<file path="config.mk">
export PLATFORM = sky130hd
export DESIGN_NAME = frame_slip_buffer
export DESIGN_NICKNAME = d
export VERILOG_FILES = /design/src/rtl/fsb_pkg.sv /design/src/rtl/fsb_wr_side.sv /design/src/rtl/fsb_rd_side.sv /design/src/rtl/fsb_bitmem.sv /design/src/rtl/fsb_status.sv /design/src/rtl/frame_slip_buffer.sv
export SDC_FILE = /design/constraint.sdc
export NUM_CORES = 2
export LEC_CHECK = 0
export BUFFER_PORTS_ARGS = -buffer_cell sky130_fd_sc_hd__buf_2
export CORE_AREA = 2 2 357 359
export CTS_BUF_LIST = sky130_fd_sc_hd__clkbuf_8
export DETAILED_ROUTE_END_ITERATION = 6
export DIE_AREA = 0 0 359 361
export HOLD_SLACK_MARGIN = 0.03
export SKIP_LAST_GASP = 1
export SLEW_MARGIN = 20
export SYNTH_ARGS = -nofsm -noshare
export SYNTH_HDL_FRONTEND = slang
export SYNTH_SLANG_ARGS = --single-unit
</file>
<file path="constraint.sdc">
create_clock -name clk -period 15 [get_ports clk]
set_clock_uncertainty 0.05 [all_clocks]
set_input_delay 3 -clock clk [delete_from_list [all_inputs] [get_ports clk]]
set_output_delay 3 -clock clk [all_outputs]
set_load 0.05 [all_outputs]
</file>
<file path="src/rtl/fsb_pkg.sv">
package fsb_pkg;

    parameter int unsigned POS_W = 10;

    typedef logic [POS_W-1:0] pos_t;

    localparam pos_t ONE = pos_t'(1);

    typedef enum logic [1:0] {
        SLIP_NONE   = 2'd0,
        SLIP_REPEAT = 2'd1,
        SLIP_DELETE = 2'd2
    } slip_kind_e;

    // Outcome of a read frame boundary
    typedef struct packed {
        logic       strobe;
        slip_kind_e kind;
        pos_t       gap_after;
    } frame_evt_t;

    // Distance from base forward to lead on a ring of two frames
    function automatic pos_t ring_gap(pos_t lead, pos_t base, pos_t len);
        if (lead >= base) return lead - base;
        return lead + (len << 1) - base;
    endfunction

    function automatic pos_t half_base(logic half, pos_t len);
        return half ? len : '0;
    endfunction

endpackage

</file>
<file path="src/rtl/fsb_wr_side.sv">
module fsb_wr_side
    import fsb_pkg::*;
(
    input  logic clk,
    input  logic rst,
    input  logic wr_en,
    input  logic wr_frame,
    input  pos_t len,
    output pos_t waddr,
    output pos_t wpos
);

    logic half_q;
    pos_t cnt_q;

    always_comb begin
        if (wr_frame)
            waddr = half_base(~half_q, len);
        else
            waddr = half_base(half_q, len) + ((cnt_q == len) ? len - ONE : cnt_q);
        if (half_q)
            wpos = (cnt_q == len) ? '0 : len + cnt_q;
        else
            wpos = cnt_q;
    end

    always_ff @(posedge clk) begin
        if (rst) begin
            half_q <= 1'b1;
            cnt_q  <= len;
        end else if (wr_en) begin
            if (wr_frame) begin
                half_q <= ~half_q;
                cnt_q  <= ONE;
            end else if (cnt_q != len) begin
                cnt_q <= cnt_q + ONE;
            end
        end
    end

endmodule

</file>
<file path="src/rtl/fsb_rd_side.sv">
module fsb_rd_side
    import fsb_pkg::*;
#(
    parameter int unsigned GUARD = 12
) (
    input  logic       clk,
    input  logic       rst,
    input  logic       rd_en,
    input  logic       rd_frame,
    input  logic       bypass,
    input  pos_t       len,
    input  pos_t       wpos,
    output pos_t       raddr,
    output frame_evt_t ev
);

    localparam pos_t GUARD_P = pos_t'(GUARD);

    logic       half_q;
    pos_t       cnt_q;
    logic       nom_half;
    logic       next_half;
    pos_t       gap_nom;
    slip_kind_e kind;

    always_comb begin
        nom_half = ~half_q;
        gap_nom  = ring_gap(wpos, half_base(nom_half, len), len);
        kind     = SLIP_NONE;
        if (!bypass) begin
            if (gap_nom < GUARD_P)
                kind = SLIP_REPEAT;
            else if (gap_nom > (len << 1) - GUARD_P)
                kind = SLIP_DELETE;
        end
        // either slip lands on the half just played
        next_half    = (kind == SLIP_NONE) ? nom_half : half_q;
        ev.strobe    = rd_en && rd_frame;
        ev.kind      = ev.strobe ? kind : SLIP_NONE;
        ev.gap_after = ring_gap(wpos, half_base(next_half, len), len);
        raddr        = ev.strobe ? half_base(next_half, len)
                                 : half_base(half_q, len) + cnt_q;
    end

    always_ff @(posedge clk) begin
        if (rst) begin
            half_q <= 1'b1;
            cnt_q  <= '0;
        end else if (rd_en) begin
            if (rd_frame) begin
                half_q <= next_half;
                cnt_q  <= ONE;
            end else begin
                cnt_q <= (cnt_q == len - ONE) ? '0 : cnt_q + ONE;
            end
        end
    end

endmodule

</file>
<file path="src/rtl/fsb_bitmem.sv">
module fsb_bitmem
    import fsb_pkg::*;
#(
    parameter int unsigned DEPTH = 1 << POS_W
) (
    input  logic clk,
    input  logic rst,
    input  logic we,
    input  pos_t waddr,
    input  logic wbit,
    input  logic re,
    input  pos_t raddr,
    output logic rbit
);

    logic [DEPTH-1:0] store;

    always_ff @(posedge clk) begin
        if (we) store[waddr] <= wbit;
    end

    always_ff @(posedge clk) begin
        if (rst)
            rbit <= 1'b0;
        else if (re)
            rbit <= store[raddr];
    end

endmodule

</file>
<file path="src/rtl/fsb_status.sv">
module fsb_status
    import fsb_pkg::*;
(
    input  logic       clk,
    input  logic       rst,
    input  frame_evt_t ev,
    input  logic       stat_rd,
    input  pos_t       pay,
    output logic       evt_q,
    output logic       dir_q,
    output logic       dly_q
);

    logic slipped;

    assign slipped = ev.strobe && (ev.kind != SLIP_NONE);

    always_ff @(posedge clk) begin
        if (rst) begin
            evt_q <= 1'b0;
            dir_q <= 1'b0;
            dly_q <= 1'b0;
        end else begin
            // a slip wins over a clearing read in the same cycle
            if (slipped) begin
                evt_q <= 1'b1;
                dir_q <= (ev.kind == SLIP_REPEAT);
            end else if (stat_rd) begin
                evt_q <= 1'b0;
            end
            if (ev.strobe) dly_q <= (ev.gap_after > pay);
        end
    end

endmodule

</file>
<file path="src/rtl/frame_slip_buffer.sv">
module frame_slip_buffer
    import fsb_pkg::*;
#(
    parameter int unsigned T1_LEN = 193,
    parameter int unsigned E1_LEN = 256,
    parameter int unsigned T1_PAY = 192,
    parameter int unsigned E1_PAY = 256,
    parameter int unsigned GUARD  = 12
) (
    input  logic clk,
    input  logic rst,
    input  logic e1_mode,
    input  logic bypass,
    input  logic wr_en,
    input  logic wr_frame,
    input  logic wr_bit,
    input  logic rd_en,
    input  logic rd_frame,
    input  logic stat_rd,
    output logic rd_bit,
    output logic slip_evt,
    output logic slip_dir,
    output logic delay_flag
);

    localparam int unsigned MEM_DEPTH = 1 << POS_W;

    pos_t       len;
    pos_t       pay;
    pos_t       waddr;
    pos_t       wpos;
    pos_t       raddr;
    frame_evt_t frame_ev;
    logic       mem_bit;
    logic       evt_q;

    assign len = e1_mode ? pos_t'(E1_LEN) : pos_t'(T1_LEN);
    assign pay = e1_mode ? pos_t'(E1_PAY) : pos_t'(T1_PAY);

    fsb_wr_side u_wr (
        .clk      (clk),
        .rst      (rst),
        .wr_en    (wr_en),
        .wr_frame (wr_frame),
        .len      (len),
        .waddr    (waddr),
        .wpos     (wpos)
    );

    fsb_rd_side #(.GUARD(GUARD)) u_rd (
        .clk      (clk),
        .rst      (rst),
        .rd_en    (rd_en),
        .rd_frame (rd_frame),
        .bypass   (bypass),
        .len      (len),
        .wpos     (wpos),
        .raddr    (raddr),
        .ev       (frame_ev)
    );

    fsb_bitmem #(.DEPTH(MEM_DEPTH)) u_mem (
        .clk   (clk),
        .rst   (rst),
        .we    (wr_en),
        .waddr (waddr),
        .wbit  (wr_bit),
        .re    (rd_en),
        .raddr (raddr),
        .rbit  (mem_bit)
    );

    fsb_status u_stat (
        .clk     (clk),
        .rst     (rst),
        .ev      (frame_ev),
        .stat_rd (stat_rd),
        .pay     (pay),
        .evt_q   (evt_q),
        .dir_q   (slip_dir),
        .dly_q   (delay_flag)
    );

    assign rd_bit   = bypass ? wr_bit : mem_bit;
    assign slip_evt = evt_q & ~bypass;

endmodule

</file>
==> reports/summary.txt <==
Detailed Route Iter0 Violations - 5,047
Clock latency reported for the late side of the worst-skew pair - 840 ps
Uppermost metal layer occupied by signal nets - met5
Cell type with the highest occurrence count on the critical path - sky130_fd_sc_hd__ha_1
Multiplexer share of the synthesized area - 0.0160
Adder-cell share of the synthesized area - 0.0110
Data required, critical path - 15,660 ps
Post-Syn Area - 49,900 um2
Total of flip-flops plus latches after synthesis - 1,050
H-tree depth reported by CTS - 4
Clk slew on worst S/H paths - 80 ps
Filler instances - 11.9k
Drt pass-1 iters - 6
Synthesized instance count - 4,685
Outcome - finished, final reports clean
Yosys cell types - 87
Critical path endpoint category - flip-flop
DIE HEIGHT - 361 um
Num ports - 14
Overall die area - 130,000 um2
Total number of yosys warnings - 0
Vias in the first global route - 35.7k
Number of buffers added on ports - 13
Weighted congestion reported at the end of routability-driven placement - 0.893
Slowest library cell on the worst path - sky130_fd_sc_hd__xor2_1
Peak Freq - 81.2 MHz
Max-cap violations - 0
Overflow after GRT - 0
Shortest clock period the worst path allows after layout - 12,310 ps
Worst-case register-to-register setup slack - 5030 ps
Total wire length - 162 mm
Clock buffer count from CTS - 173
Max Slew Vio Count - 0
Final setup violation count - 0
Drt drc - 0
Worst rel slew slack - 0.173
Resize count post-CTS - 0
Cells on worst reg2reg path - 42
Worst setup path end - u_stat.dly_q$_SDFFE_PP0P_
TritonCTS clock tree - built
Drt via density - 5.98
Met1 wire length - 65.4 mm
Number of antenna violations at the first check in global routing - 4
Maximum VDD drop - 0.0926 mV
Critical path launch point type - input port
Maximum fanout encountered on the critical timing path - 18
Cts-stage hold buffer count - 0
Pwr/cell area - 122 nW/um2
Routed wire length on met3 - 15.9 mm
Final routed wire length divided by cell count - 25.7 um
Worst hold path depth - 2
Number of enable flip-flop cells after synthesis - 1,034
Share of the yosys chip area belonging to registers - 0.629
Total vias in the final route - 37.6k
Simple logic cell fraction of the synthesized area - 0.201
Count of buffers added by post-CTS timing repair for setup - 0
Syn_area_per_cell - 10.6 um2
Overall track demand over capacity in global routing - 0.243
Root Buffer Master - sky130_fd_sc_hd__clkbuf_8
Class of the worst hold path - flip-flop to flip-flop
Leak pwr - 17.0 nW
Endpoint of the worst-slack reg-to-reg timing path - u_stat.dly_q$_SDFFE_PP0P_
Combinational family with the most area after synthesis - simple AND/OR/NAND/NOR gates
Num Clock Sinks - 1,050
Critical setup path kind - input port to flip-flop
Net count of the mapped netlist - 4,739
Row count - 130
Async set-reset flop share out of synthesis - 0
Number of nets in the finished design - 4,563
Max clock buf depth - 3
RSZ-0062 raised after global routing - false
Reg-to-reg startpoint - u_wr.cnt_q[7]$_DFFE_PP_
Compound-Gate Fraction of Synth Area - 0.0928
Met2 WL post-DR - 74.4 mm
Setup TNS after final layout - 0 ps
X dimension of the die - 359 um
Remaining number of nets flagged by the antenna check after routing - 0
Share of layout cells above drive strength 1 - 0.0877
Initial core utilization - 0.398
Worst hold-check slack - 501 ps
Total half-perimeter wirelength after legalization and detailed placement - 80.9 mm
WP data arrival - 12,970 ps
Relative area change from synthesis to final layout - 8.84%
Overall power - 6.65 mW
Final critical-path share of the clock period - 0.821
Final Hold Vio Count - 0
Top_reg_cell synth - sky130_fd_sc_hd__edfxtp_1
Delay contributed by the slowest stage of the critical path - 670 ps
Start point of the critical path - e1_mode
Transition time of the tightest slew-check pin - 1240 ps
Fraction of synthesized cell area in xor and xnor cells - 0.0113
Wire length of the first global-routing pass - 235 mm
Maximum number of pins on one net before global-route repair - 237
Core Footprint - 125,000 um2
==> synthesized netlist by cell type (9+ instances only) <==
cell / instances / area share
sky130_fd_sc_hd__nand3_1: 205 / 0.021
sky130_fd_sc_hd__nor2_1: 1189 / 0.089
sky130_fd_sc_hd__a32oi_1: 16 / 0.0028
sky130_fd_sc_hd__xor2_1: 19 / 0.0033
sky130_fd_sc_hd__clkbuf_1: 273 / 0.021
sky130_fd_sc_hd__a41oi_1: 21 / 0.0037
sky130_fd_sc_hd__o31a_1: 105 / 0.018
sky130_fd_sc_hd__inv_1: 25 / 0.0019
sky130_fd_sc_hd__nor4_1: 46 / 0.0058
sky130_fd_sc_hd__buf_2: 88 / 0.0088
sky130_fd_sc_hd__and4_1: 9 / 0.0016
sky130_fd_sc_hd__o311ai_1: 11 / 0.0019
sky130_fd_sc_hd__and3_1: 28 / 0.0035
sky130_fd_sc_hd__a211oi_1: 119 / 0.018
sky130_fd_sc_hd__a221oi_1: 25 / 0.0044
sky130_fd_sc_hd__xnor2_1: 41 / 0.0072
sky130_fd_sc_hd__nand2b_1: 17 / 0.0021
sky130_fd_sc_hd__buf_1: 71 / 0.0053
sky130_fd_sc_hd__or3_1: 17 / 0.0021
sky130_fd_sc_hd__o31ai_1: 40 / 0.0060
sky130_fd_sc_hd__dfxtp_1: 16 / 0.0064
sky130_fd_sc_hd__mux2i_1: 74 / 0.015
sky130_fd_sc_hd__a31o_2: 9 / 0.0016
sky130_fd_sc_hd__or2_2: 10 / 0.0013
sky130_fd_sc_hd__ha_1: 44 / 0.011
sky130_fd_sc_hd__nand2_1: 637 / 0.048
sky130_fd_sc_hd__edfxtp_1: 1034 / 0.62
sky130_fd_sc_hd__nor3_1: 53 / 0.0053
sky130_fd_sc_hd__a31oi_1: 92 / 0.012
sky130_fd_sc_hd__nor2b_1: 12 / 0.0015
sky130_fd_sc_hd__a22oi_1: 12 / 0.0018
sky130_fd_sc_hd__o21ai_0: 34 / 0.0034
sky130_fd_sc_hd__o311ai_0: 12 / 0.0021
sky130_fd_sc_hd__a21oi_1: 37 / 0.0037
sky130_fd_sc_hd__nand4_1: 105 / 0.013
==> state kept, by name (all words and copies together) (netlist names) <==
| signal | cells |
|---|---|
| u_mem.store | 1024 |
| u_rd.half_q | 1 |
| u_mem.rbit | 1 |
| u_wr.half_q | 1 |
| u_stat.dir_q | 1 |
| u_wr.cnt_q | 10 |
| u_rd.cnt_q | 10 |
| u_stat.evt_q | 1 |
| u_stat.dly_q | 1 |
==> power by group <==
part | internal (mW) | leakage, nW | switching (mW)
clock network | 1.13 | 1.82 | 1.17
logic | 0.323 | 5.74 | 0.780
registers | 3.23 | 9.44 | 0.0107
==> stage by stage <==
step / cells / utilization / worst slack, ps / instance area, um2
6_report: 6296 / 0.433 / 2690 / 54300
5_1_grt: 6294 / 0.433 / 1970 / 54300
4_1_cts: 6293 / 0.432 / 2870 / 54200
3_5_place_dp: 5984 / 0.408 / 1960 / 51200
3_3_place_gp: 5984 / 0.408 / 2270 / 51200
2_1_floorplan: 4685 / - / 3240 / 49900
==> worst max-delay path, delay by kind of cell <==
family          cells  cell delay, ps
compound gates     16            2780
xor+xnor            2             750
fa+ha+maj           7            1980
buf+inv             4             770
simple gates       16            3640
==> how the worst min path moves through the flow <==
| stage | from | endpoint | slack, ps |
|---|---|---|---|
| final | u_stat.dir_q$_SDFFE_PP0P_ | u_stat.dir_q$_SDFFE_PP0P_ | 500 |
| after global routing | u_stat.dly_q$_SDFFE_PP0P_ | u_stat.dly_q$_SDFFE_PP0P_ | 540 |
| after CTS | u_stat.dir_q$_SDFFE_PP0P_ | u_stat.dir_q$_SDFFE_PP0P_ | 500 |
| after detailed placement | u_stat.dir_q$_SDFFE_PP0P_ | u_stat.dir_q$_SDFFE_PP0P_ | 490 |
| after global placement | u_stat.dly_q$_SDFFE_PP0P_ | u_stat.dly_q$_SDFFE_PP0P_ | 480 |
| after floorplan | u_mem.rbit$_SDFFE_PP0P_ | u_mem.rbit$_SDFFE_PP0P_ | 390 |
==> per-layer routing <==
layer	GRT usage	vias to the layer above
met5	0	-
li1	-	16500
met4	0.104	2
met3	0.0552	378
met2	0.385	1866
met1	0.320	18900
==> cell families after synthesis <==
logic type | Yosys count
XOR/XNOR | 62
AND/OR/NAND/NOR | 2366
AO/OA/AOI/OAI | 613
multiplexers | 79
adder cells (fa/ha/maj) | 44
flip-flops | 1050
buffers and inverters | 471
==> cell type report <==
cell class | instances | area, um2 | area share
Sequential cell | 1050 | 31400 | 0.578
Multi-Input combinational cell | 3164 | 16900 | 0.311
Clock buffer | 177 | 2440 | 0.0449
Tap cell | 1650 | 2060 | 0.0380
Timing Repair Buffer | 94 | 800 | 0.0147
Clock inverter | 132 | 617 | 0.0114
Inverter | 26 | 97.6 | 0.00180
Antenna cell | 3 | 7.51 | 0.000138
==> placed cells by master (no fill, tap or decap), types with 46 or more instances in the layout <==
cell / synthesis / final
sky130_fd_sc_hd__buf_4: 6 / 71
sky130_fd_sc_hd__mux2i_1: 74 / 74
sky130_fd_sc_hd__nor3_1: 53 / 52
sky130_fd_sc_hd__o31a_1: 105 / 105
sky130_fd_sc_hd__nand3_1: 205 / 203
sky130_fd_sc_hd__nor2_1: 1189 / 1184
sky130_fd_sc_hd__a31oi_1: 92 / 92
sky130_fd_sc_hd__nand2_1: 637 / 573
sky130_fd_sc_hd__edfxtp_1: 1034 / 1034
sky130_fd_sc_hd__nand4_1: 105 / 105
sky130_fd_sc_hd__nor4_1: 46 / 46
sky130_fd_sc_hd__inv_1: 25 / 97
sky130_fd_sc_hd__a211oi_1: 119 / 119
sky130_fd_sc_hd__nand2_2: 0 / 50
sky130_fd_sc_hd__clkbuf_8: 0 / 177
No activity file was read; power rests on OpenSTA's default activity.
